==> src/rtl/tir_pkg.sv <==
package tir_pkg;
  typedef enum logic [1:0] {
    ST_ACC  = 2'd0,
    ST_LOAD = 2'd1,
    ST_DIV  = 2'd2,
    ST_FIN  = 2'd3
  } tir_state_e;
endpackage

==> src/rtl/tir_classifier.sv <==
module tir_classifier #(
  parameter int R_NUM = 3,
  parameter int VAL_W = 8
) (
  input  logic [VAL_W-1:0]       val_i,
  input  logic [R_NUM*VAL_W-1:0] lo_i,
  input  logic [R_NUM*VAL_W-1:0] hi_i,
  output logic [R_NUM-1:0]       hit_o,
  output logic                   miss_o
);
  logic found;

  always_comb begin
    hit_o = '0;
    found = 1'b0;
    for (int r = 0; r < R_NUM; r++) begin
      if (!found && (val_i >= lo_i[r*VAL_W +: VAL_W]) && (val_i <= hi_i[r*VAL_W +: VAL_W])) begin
        hit_o[r] = 1'b1;
        found    = 1'b1;
      end
    end
    miss_o = !found;
  end
endmodule

==> src/rtl/tir_counters.sv <==
module tir_counters #(
  parameter int P_NUM = 2,
  parameter int R_NUM = 3,
  parameter int CNT_W = 16
) (
  input  logic                         clk,
  input  logic                         rst,
  input  logic                         clr_i,
  input  logic                         take_i,
  input  logic [P_NUM*R_NUM-1:0]       hit_i,
  input  logic [P_NUM-1:0]             miss_i,
  output logic [P_NUM*R_NUM*CNT_W-1:0] cnt_o,
  output logic [P_NUM*CNT_W-1:0]       ucnt_o
);
  localparam int K_TOT = P_NUM * R_NUM;

  for (genvar k = 0; k < K_TOT; k++) begin : g_rng
    logic [CNT_W-1:0] c;
    always_ff @(posedge clk) begin
      if (rst || clr_i)          c <= '0;
      else if (take_i && hit_i[k]) c <= c + 1'b1;
    end
    assign cnt_o[k*CNT_W +: CNT_W] = c;
  end

  for (genvar p = 0; p < P_NUM; p++) begin : g_miss
    logic [CNT_W-1:0] u;
    always_ff @(posedge clk) begin
      if (rst || clr_i)           u <= '0;
      else if (take_i && miss_i[p]) u <= u + 1'b1;
    end
    assign ucnt_o[p*CNT_W +: CNT_W] = u;
  end
endmodule

==> src/rtl/tir_divider.sv <==
module tir_divider #(
  parameter int CNT_W = 16,
  parameter int FRAC  = 8
) (
  input  logic                  clk,
  input  logic                  rst,
  input  logic                  start_i,
  input  logic [CNT_W-1:0]      num_i,
  input  logic [CNT_W-1:0]      den_i,
  output logic                  last_o,
  output logic [CNT_W+FRAC-1:0] quo_o
);
  localparam int NUM_W = CNT_W + FRAC;
  localparam int IT_W  = $clog2(NUM_W + 1);

  logic               busy;
  logic [IT_W-1:0]    it;
  logic [CNT_W:0]     rem;
  logic [NUM_W-1:0]   acc;
  logic [CNT_W-1:0]   den;
  logic [CNT_W+1:0]   rem_w;
  logic               ge;

  assign rem_w  = {rem, acc[NUM_W-1]};
  assign ge     = rem_w >= {2'b00, den};
  assign last_o = busy && (it == IT_W'(NUM_W - 1));
  assign quo_o  = {acc[NUM_W-2:0], ge};

  always_ff @(posedge clk) begin
    if (rst) begin
      busy <= 1'b0;
      it   <= '0;
      rem  <= '0;
      acc  <= '0;
      den  <= '0;
    end else if (start_i) begin
      busy <= 1'b1;
      it   <= '0;
      rem  <= '0;
      acc  <= {num_i, {FRAC{1'b0}}};
      den  <= den_i;
    end else if (busy) begin
      rem  <= ge ? (CNT_W+1)'(rem_w - {2'b00, den}) : (CNT_W+1)'(rem_w);
      acc  <= {acc[NUM_W-2:0], ge};
      it   <= it + 1'b1;
      if (last_o) busy <= 1'b0;
    end
  end
endmodule

==> src/rtl/tir_summer.sv <==
module tir_summer #(
  parameter int P_NUM   = 2,
  parameter int R_NUM   = 3,
  parameter int RATIO_W = 16,
  parameter int FRAC    = 8,
  parameter int PSUM_W  = 19,
  parameter int IDX_W   = 20
) (
  input  logic [P_NUM*R_NUM*RATIO_W-1:0]  ratio_i,
  input  logic [P_NUM*R_NUM*(FRAC+1)-1:0] wgt_i,
  output logic [P_NUM*PSUM_W-1:0]         psum_o,
  output logic [IDX_W-1:0]                index_o
);
  localparam int WGT_W = FRAC + 1;
  localparam int ACC_W = PSUM_W + FRAC;

  for (genvar p = 0; p < P_NUM; p++) begin : g_par
    logic [ACC_W-1:0] acc;
    always_comb begin
      acc = '0;
      for (int r = 0; r < R_NUM; r++) begin
        acc = acc + ACC_W'(ratio_i[(p*R_NUM+r)*RATIO_W +: RATIO_W])
                  * ACC_W'(wgt_i[(p*R_NUM+r)*WGT_W +: WGT_W]);
      end
    end
    assign psum_o[p*PSUM_W +: PSUM_W] = acc[ACC_W-1:FRAC];
  end

  always_comb begin
    index_o = '0;
    for (int p = 0; p < P_NUM; p++) begin
      index_o = index_o + IDX_W'(psum_o[p*PSUM_W +: PSUM_W]);
    end
  end
endmodule

==> src/rtl/tir_eval_monitor.sv <==
module tir_eval_monitor
  import tir_pkg::*;
#(
  parameter int P_NUM   = 2,
  parameter int R_NUM   = 3,
  parameter int VAL_W   = 8,
  parameter int CNT_W   = 16,
  parameter int FRAC    = 8,
  parameter int RATIO_W = 16,
  parameter int PSUM_W  = RATIO_W + FRAC + 1 + $clog2(R_NUM) - FRAC,
  parameter int IDX_W   = PSUM_W + $clog2(P_NUM)
) (
  input  logic                            clk,
  input  logic                            rst,
  input  logic                            smp_i,
  input  logic [P_NUM*VAL_W-1:0]          vals_i,
  input  logic [P_NUM*R_NUM*VAL_W-1:0]    lo_i,
  input  logic [P_NUM*R_NUM*VAL_W-1:0]    hi_i,
  input  logic [CNT_W-1:0]                win_len_i,
  input  logic [P_NUM*R_NUM*CNT_W-1:0]    des_i,
  input  logic [P_NUM*R_NUM*(FRAC+1)-1:0] wgt_i,
  output logic                            done_o,
  output logic [P_NUM*R_NUM*RATIO_W-1:0]  ratio_o,
  output logic [P_NUM*R_NUM-1:0]          err_o,
  output logic [P_NUM*PSUM_W-1:0]         psum_o,
  output logic [IDX_W-1:0]                index_o,
  output logic [P_NUM*CNT_W-1:0]          unclass_o
);
  localparam int K_TOT = P_NUM * R_NUM;
  localparam int K_W   = (K_TOT > 1) ? $clog2(K_TOT) : 1;
  localparam int NUM_W = CNT_W + FRAC;

  tir_state_e            st;
  logic [K_W-1:0]        k;
  logic [CNT_W-1:0]      win_cnt;
  logic                  take, close_w, clr;
  logic [K_TOT-1:0]      hit_all;
  logic [P_NUM-1:0]      miss_all;
  logic [K_TOT*CNT_W-1:0] cnt_all;
  logic [P_NUM*CNT_W-1:0] ucnt_all;
  logic [CNT_W-1:0]      cur_cnt, cur_des;
  logic                  des_zero, div_start, div_last, k_last;
  logic [NUM_W-1:0]      quo;
  logic [RATIO_W-1:0]    quo_sat;
  logic [RATIO_W-1:0]    ratio_q [K_TOT];
  logic [K_TOT-1:0]      err_q;
  logic [K_TOT*RATIO_W-1:0] ratio_flat;
  logic [P_NUM*PSUM_W-1:0]  psum_c;
  logic [IDX_W-1:0]         index_c;

  // classification, one per parameter
  for (genvar p = 0; p < P_NUM; p++) begin : g_cls
    tir_classifier #(.R_NUM(R_NUM), .VAL_W(VAL_W)) u_cls (
      .val_i  (vals_i[p*VAL_W +: VAL_W]),
      .lo_i   (lo_i[p*R_NUM*VAL_W +: R_NUM*VAL_W]),
      .hi_i   (hi_i[p*R_NUM*VAL_W +: R_NUM*VAL_W]),
      .hit_o  (hit_all[p*R_NUM +: R_NUM]),
      .miss_o (miss_all[p])
    );
  end

  assign take    = (st == ST_ACC) && smp_i;
  assign close_w = take && (({1'b0, win_cnt} + 1'b1) >= {1'b0, win_len_i});
  assign clr     = (st == ST_FIN);

  tir_counters #(.P_NUM(P_NUM), .R_NUM(R_NUM), .CNT_W(CNT_W)) u_cnt (
    .clk    (clk),
    .rst    (rst),
    .clr_i  (clr),
    .take_i (take),
    .hit_i  (hit_all),
    .miss_i (miss_all),
    .cnt_o  (cnt_all),
    .ucnt_o (ucnt_all)
  );

  assign cur_cnt   = cnt_all[k*CNT_W +: CNT_W];
  assign cur_des   = des_i[k*CNT_W +: CNT_W];
  assign des_zero  = (cur_des == '0);
  assign div_start = (st == ST_LOAD) && !des_zero;
  assign k_last    = (k == K_W'(K_TOT - 1));

  tir_divider #(.CNT_W(CNT_W), .FRAC(FRAC)) u_div (
    .clk     (clk),
    .rst     (rst),
    .start_i (div_start),
    .num_i   (cur_cnt),
    .den_i   (cur_des),
    .last_o  (div_last),
    .quo_o   (quo)
  );

  assign quo_sat = (quo[NUM_W-1:RATIO_W] != '0) ? {RATIO_W{1'b1}} : quo[RATIO_W-1:0];

  // sequencing
  always_ff @(posedge clk) begin
    if (rst) begin
      st      <= ST_ACC;
      k       <= '0;
      win_cnt <= '0;
    end else begin
      case (st)
        ST_ACC: begin
          if (take) win_cnt <= win_cnt + 1'b1;
          if (close_w) begin
            st <= ST_LOAD;
            k  <= '0;
          end
        end
        ST_LOAD: begin
          if (!des_zero)   st <= ST_DIV;
          else if (k_last) st <= ST_FIN;
          else             k  <= k + 1'b1;
        end
        ST_DIV: begin
          if (div_last) begin
            if (k_last) st <= ST_FIN;
            else begin
              st <= ST_LOAD;
              k  <= k + 1'b1;
            end
          end
        end
        default: begin
          st      <= ST_ACC;
          win_cnt <= '0;
        end
      endcase
    end
  end

  // ratio store
  always_ff @(posedge clk) begin
    if (rst) begin
      for (int i = 0; i < K_TOT; i++) ratio_q[i] <= '0;
      err_q <= '0;
    end else if (st == ST_LOAD) begin
      err_q[k] <= des_zero;
      if (des_zero) ratio_q[k] <= {RATIO_W{1'b1}};
    end else if ((st == ST_DIV) && div_last) begin
      ratio_q[k] <= quo_sat;
    end
  end

  for (genvar i = 0; i < K_TOT; i++) begin : g_flat
    assign ratio_flat[i*RATIO_W +: RATIO_W] = ratio_q[i];
  end

  tir_summer #(
    .P_NUM(P_NUM), .R_NUM(R_NUM), .RATIO_W(RATIO_W), .FRAC(FRAC),
    .PSUM_W(PSUM_W), .IDX_W(IDX_W)
  ) u_sum (
    .ratio_i (ratio_flat),
    .wgt_i   (wgt_i),
    .psum_o  (psum_c),
    .index_o (index_c)
  );

  // registered results
  always_ff @(posedge clk) begin
    if (rst) begin
      done_o    <= 1'b0;
      ratio_o   <= '0;
      err_o     <= '0;
      psum_o    <= '0;
      index_o   <= '0;
      unclass_o <= '0;
    end else begin
      done_o <= clr;
      if (clr) begin
        ratio_o   <= ratio_flat;
        err_o     <= err_q;
        psum_o    <= psum_c;
        index_o   <= index_c;
        unclass_o <= ucnt_all;
      end
    end
  end
endmodule

==> config.mk <==
export PLATFORM = sky130hd
export DESIGN_NAME = tir_eval_monitor
export DESIGN_NICKNAME = d
export VERILOG_FILES = /design/src/rtl/tir_pkg.sv /design/src/rtl/tir_classifier.sv /design/src/rtl/tir_counters.sv /design/src/rtl/tir_divider.sv /design/src/rtl/tir_summer.sv /design/src/rtl/tir_eval_monitor.sv
export SDC_FILE = /design/constraint.sdc
export NUM_CORES = 2
export LEC_CHECK = 0
export ABC_AREA = 1
export CAP_MARGIN = 20
export CORE_AREA = 2 2 436 265
export CTS_BUF_LIST = sky130_fd_sc_hd__clkbuf_4 sky130_fd_sc_hd__clkbuf_8
export DETAILED_ROUTE_END_ITERATION = 10
export DIE_AREA = 0 0 438 267
export MAX_ROUTING_LAYER = met4
export PLACE_DENSITY_LB_ADDON = 0.3
export SETUP_SLACK_MARGIN = 0.15
export SKIP_LAST_GASP = 1
export SLEW_MARGIN = 20
export SYNTH_ARGS = -nofsm -noshare
export SYNTH_HDL_FRONTEND = slang
export SYNTH_SLANG_ARGS = --single-unit
==> constraint.sdc <==
create_clock -name clk -period 11.7 [get_ports clk]
set_clock_uncertainty 0.05 [all_clocks]
set_input_delay 1.755 -clock clk [delete_from_list [all_inputs] [get_ports clk]]
set_output_delay 1.755 -clock clk [all_outputs]
set_load 0.02 [all_outputs]
Word-level counts from Yosys, hierarchy flattened
Memory sizes are Yosys's and may differ from the RTL's.
Cells that the tools add are included.
Storage, ports and cells
  register bits: 411
  bits in writable memories: 96
  bits in latches: 0
  bits of input ports: 281
  ROM bits: 0
  memories kept: 1
  logic and storage cells: 169
Operators by class
  reductions and logical operators: 43
  $lt $le $gt $ge: 16
  shifts and indexed selects: 2
  multiply operators: 6
  equal/unequal tests: 10
  mux-type cells: 47
  div/mod/pow operators: 0
  add/subtract/negate cells: 18
  bitwise operators: 2
Memory list
  ratio_q: depth 6, bits a word 16, read ports 6, clocked after Yosys merged registers in 0, write ports 6, RTL line tir_eval_monitor.sv:45  | logic [RATIO_W-1:0] ratio_q [K_TOT];
Operator list (count)
  variable part select 96 x 8 -> 16 bit: 2
  multiplier 16 x 9 -> 25 bit: 6
  adder 16 x 1 -> 16 bit, second input constant: 9
  two-way mux 16 bit: 4
  adder 27 x 25 -> 27 bit: 2
  adder 25 x 25 -> 26 bit: 2
  >= comparator 8 bit: 6
  <= comparator 8 bit: 6
  two-way mux 24 bit: 2
  one-hot mux 16 bit (2 select lines): 1
  two-way mux 1 bit: 25
  logical AND 1 bit: 24
  adder 19 x 19 -> 20 bit: 1
  >= comparator 18 x 16 -> 1 bit: 1
  adder 16 x 1 -> 17 bit, second input constant: 1
  >= comparator 17 x 16 -> 1 bit: 1
  two-way mux 17 bit: 1
  subtractor 17 x 16 -> 17 bit: 1
  logical NOT 16 bit: 1
  OR reduction 16 bit: 1
  two-way mux 3 bit: 5
  two-way mux 2 bit: 5
  one-hot mux 3 bit (3 select lines): 1
  != test 2 bit, second input constant: 4
  other kinds (24): 32

Depth between registers and ports, before layout
  depth after elaboration: 13
  gate-level depth with buffers: 47
  mapped depth without buffers: 45

Hierarchy
From an unflattened synthesis, not the netlist that was laid out.
Second synthesis, totals
  cells, all modules: 7473
  area total of the unflattened synthesis: 55777.2 um2
Modules (own cells, without submodules)
  tir_summer: cells an instance 3751, area each 29201.8 um2, instances 1, sequential area each 0.0 um2
  tir_eval_monitor: cells an instance 1796, area each 13994.7 um2, instances 1, sequential area each 7287.0 um2
  tir_counters: cells an instance 932, area each 6167.2 um2, instances 1, sequential area each 2562.5 um2
  tir_divider: cells an instance 570, area each 3818.7 um2, instances 1, sequential area each 1261.2 um2
  tir_classifier: cells an instance 212, area each 1297.5 um2, instances 2, sequential area each 0.0 um2

Least setup slack after synthesis
OpenSTA, ideal clock, no wires.
  path type: input to register
  start: in wgt_i[36]
  end: reg index_o[18]
  arrival time: 9.815 ns
  library setup time: 0.119 ns
  data required time: 11.531 ns
  path slack: 1.716 ns
  stages: 42
  cell sequence: clkbuf_1 > clkbuf_1 > nand2_1 > fa_1 > inv_1 > fa_1 > inv_1 > fa_1 > inv_1 > fa_1 > inv_1 > fa_1 > fa_1 > inv_1 > ha_1 > a21oi_1 > a21boi_0 > o21bai_1 > [... 6 more ...] > ha_1 > nand2_1 > nor2_1 > inv_1 > nor2_1 > nand4_1 > o211ai_1 > xor2_1 > ha_1 > nand2_1 > nor2_1 > inv_1 > nor4_1 > nand4_1 > nand3_1 > a21oi_1 > o21ai_0 > nand2_1
On the way
  word-level cells in the longest chain between the ends: 4
Ends and longest elaborated chain
  from (decl): RTL line tir_eval_monitor.sv:21  | input logic [P_NUM*R_NUM*(FRAC+1)-1:0] wgt_i,
  multiplier 16 x 9 -> 25 bit: RTL line tir_summer.sv:23  | * ACC_W'(wgt_i[(p*R_NUM+r)*WGT_W +: WGT_W]);
  adder 25 x 25 -> 26 bit: RTL line tir_summer.sv:22  | acc = acc + ACC_W'(ratio_i[(p*R_NUM+r)*RATIO_W +: RATIO_W])
  adder 27 x 25 -> 27 bit: RTL line tir_summer.sv:22
  named net psum_c[32]: RTL line tir_eval_monitor.sv:48  | logic [P_NUM*PSUM_W-1:0] psum_c;
  adder 19 x 19 -> 20 bit: RTL line tir_summer.sv:32  | index_o = index_o + IDX_W'(psum_o[p*PSUM_W +: PSUM_W]);
  to (signal assigned): RTL line tir_eval_monitor.sv:174  | index_o <= index_c;
  to (decl): RTL line tir_eval_monitor.sv:26  | output logic [IDX_W-1:0] index_o,
The timed path passes the listed nets, and every way through them passes these cells.
A chain may end at the register's enable or synchronous reset.

Final worst setup path
  start: in wgt_i[9]
  end: reg index_o[15]
Same word-level chain as after synthesis.

==> results.py <==
metrics = {
    "cts": {
        "cts_tree": "done",
        "clk_pin_slew_worst_paths_ns": 0.07,
        "clock-sinks": 507,
        "cts_setup_buffers": 0,
        "cts_htree_levels": 3,
        "cts.path.max_buffers": 3,
        "root_buffer": "clkbuf_8",
        "clock_latency_ns": 0.80,
        "cts-buffers-inserted": 83,
    },
    "sta": {
        "hold_viol_final": 0,
        "finalCritPeriodShare_pct": 94.7,
        "rsz0062_at_grt": "no",
        "timing.fmax_ghz": 0.0902,
        "hold_slack_ns": 0.404,
        "fin_tns_setup_ns": 0,
        "setup-violations-final": 0,
        "worst_pin_slew_ns": 1.19,
        "slew_violations": 0,
        "slew_headroom_pct": 20.6,
        "post-route-min-period_ns": 11.09,
    },
    "worst_setup_path": {
        "arrival_ns": 11.71,
        "cp_slowest_cell": "clkdlybuf4s50_1",
        "worstPathMaxFanout": 10,
        "worst-setup-path-type": "primary input to register",
        "crit_buf_inv": 9,
        "path_delay_family": "adder cells",
        "cp-start-kind": "primary input",
        "slowest_delay_ns": 0.77,
        "cp.required_ns": 12.32,
        "end_kind": "register",
        "worst-r2r-setup-slack_ns": 1.66,
    },
    "routing": {
        "wl_per_cell_um": 19.8,
        "drt_iter0_drc": 5115,
        "drc_errors": 0,
        "wirelength_mm": 184,
        "drt_pass1_iterations": 7,
        "via_per_inst": 5.33,
        "final_antenna_net_count": 0,
        "num_vias": 49500,
    },
    "grt": {
        "grt_pass1_wl_mm": 287,
        "antenna_found_initial": 3,
        "grt_pass1_vias": 48800,
        "overflow": 0,
        "track_usage_pct": 32.6,
        "grt_max_degree": 144,
    },
    "die": {
        "dieArea_sq_mm": 0.117,
        "core.rowCount": 96,
        "initial_core_util_pct": 49.6,
        "ios": 474,
        "core_sq_mm": 0.113,
        "die_w_um": 438,
        "die_h_um": 267,
    },
    "cells_and_area": {
        "nNetsFinal": 9135,
        "final_cell_mix": "nand2_1, inv_1, fa_1, clkdlybuf4s50_1, ha_1",
        "syn_to_final_growth_pct": 14.9,
        "final_common_cell": "nand2_1",
        "drive_above_1_share_pct": 4.35,
    },
    "place": {
        "portBuffers": 473,
        "routabilityCongestion": 1.02,
        "hpwl_mm": 149,
    },
    "logic_synthesis": {
        "synth_seq_cells": 507,
        "synth-seq-area-share_pct": 19.8,
        "synth_cells": 7351,
        "synth_cell_types": 53,
        "syn_nets": 8787,
        "synth_area_sq_mm": 0.0562,
        "synth_edf_count": 96,
        "syn_avg_cell_area_sq_um": 7.64,
        "synth_ff_type": "dfxtp_1",
        "ys_warn_count": 0,
        "synthArstFlopShare_pct": 0,
    },
    "min_path": {
        "min_path_type": "register to register",
    },
    "run": {
        "maxCapViolCount": 0,
    },
    "run_status": {
        "outcome": "completed",
    },
}
==> worst reg2reg max path: cells and delay by family, from the launching register on <==
kind | cells | cell delay, ns
xor+xnor | 2 | 0.76
buf+inv | 4 | 0.31
simple gates | 7 | 1.02
fa+ha+maj | 10 | 4.56
flops | 1 | 0.82
compound gates | 10 | 2.42
==> area by class of cell <==
cell class	instances	area, sq um
fill	10400	48600
multi-input combinational	4864	37600
sequential	507	11100
inverter	1629	6110
timing repair buffer	614	5810
tap	1519	1900
clock buffer	118	1470
clock inverter	35	515
antenna	3	7.51
==> final timing paths <==
| kind | cells after the start | endpoint | from |
|---|---|---|---|
| worst max-delay path | 39 | index_o[15] | wgt_i[9] |
| worst min-delay path | 2 | psum_o[16] | psum_o[16] |
| worst max register to register | 33 | index_o[12] | ratio_q[3][4] |
| worst min register to register | 2 | psum_o[16] | psum_o[16] |
==> cells in the mapped netlist, types with 9 or more instances <==
cell type | number | area share, %
a211oi_1 | 9 | 0.12
a21o_1 | 15 | 0.20
a21oi_1 | 375 | 3.3
a221oi_1 | 32 | 0.50
a22o_1 | 115 | 1.8
a31oi_1 | 18 | 0.20
buf_1 | 15 | 0.10
buf_2 | 14 | 0.12
clkbuf_1 | 314 | 2.1
dfxtp_1 | 411 | 15
edfxtp_1 | 96 | 5.1
fa_1 | 718 | 26
ha_1 | 437 | 9.7
inv_1 | 1623 | 11
nand2_1 | 1764 | 12
nand3_1 | 212 | 1.9
nand4_1 | 82 | 0.91
nor2_1 | 407 | 2.7
nor2_2 | 15 | 0.17
nor3_1 | 60 | 0.53
nor4_1 | 28 | 0.31
o211ai_1 | 41 | 0.55
o21a_1 | 12 | 0.16
o21ai_0 | 234 | 2.1
o21bai_1 | 12 | 0.16
o22ai_1 | 10 | 0.11
or2_1 | 9 | 0.10
or2_2 | 11 | 0.12
xnor2_1 | 64 | 1.0
xor2_1 | 124 | 1.9
==> timing repair <==
item	4_1_cts	5_1_grt
endpoints found under the setup margin	0	1
hold buffers	0	0
gates resized for setup	0	3
==> routing by layer <==
layer | GRT usage (%) | vias up | wire length (um)
met4 | 6.64 | 0 | 3530
met3 | 7.73 | 206 | 18900
li1 | - | 23200 | -
met1 | 48.4 | 23900 | 86300
met5 | - | - | 0
met2 | 44.9 | 2200 | 75300
==> flip-flops by register name, summed over array words and instances, names as in the netlist, 5 cells and up <==
signal,cells
u_cnt.g_miss.u,32
index_o,20
err_q,6
unclass_o,32
u_cnt.g_rng.c,96
u_div.den,16
u_div.acc,24
ratio_q,96
u_div.rem,17
psum_o,38
win_cnt,16
ratio_o,96
err_o,6
u_div.it,5
==> logic make-up after synthesis <==
family	Yosys count	synth area share, %
AND/OR/NAND/NOR	2623	19.0
buffers and inverters	1980	13.3
flip-flops	507	19.8
adder cells (fa/ha/maj)	1155	35.3
AO/OA/AOI/OAI	898	9.59
XOR/XNOR	188	2.93
==> stage by stage <==
step                worst slack, ns  cells  utilization, %  area, sq um
global placement             0.0641   9132            55.3        62500
finish                        0.615   9289            57.1        64600
floorplan                      1.72   7351               -        56200
CTS                           0.810   9285            57.0        64500
global route                  0.144   9289            57.1        64600
detailed placement           0.0324   9132            55.3        62500
Power is left out: the tool's default activity adds up to more than one toggle a clock period on the data nets, which glitch-free logic cannot reach.
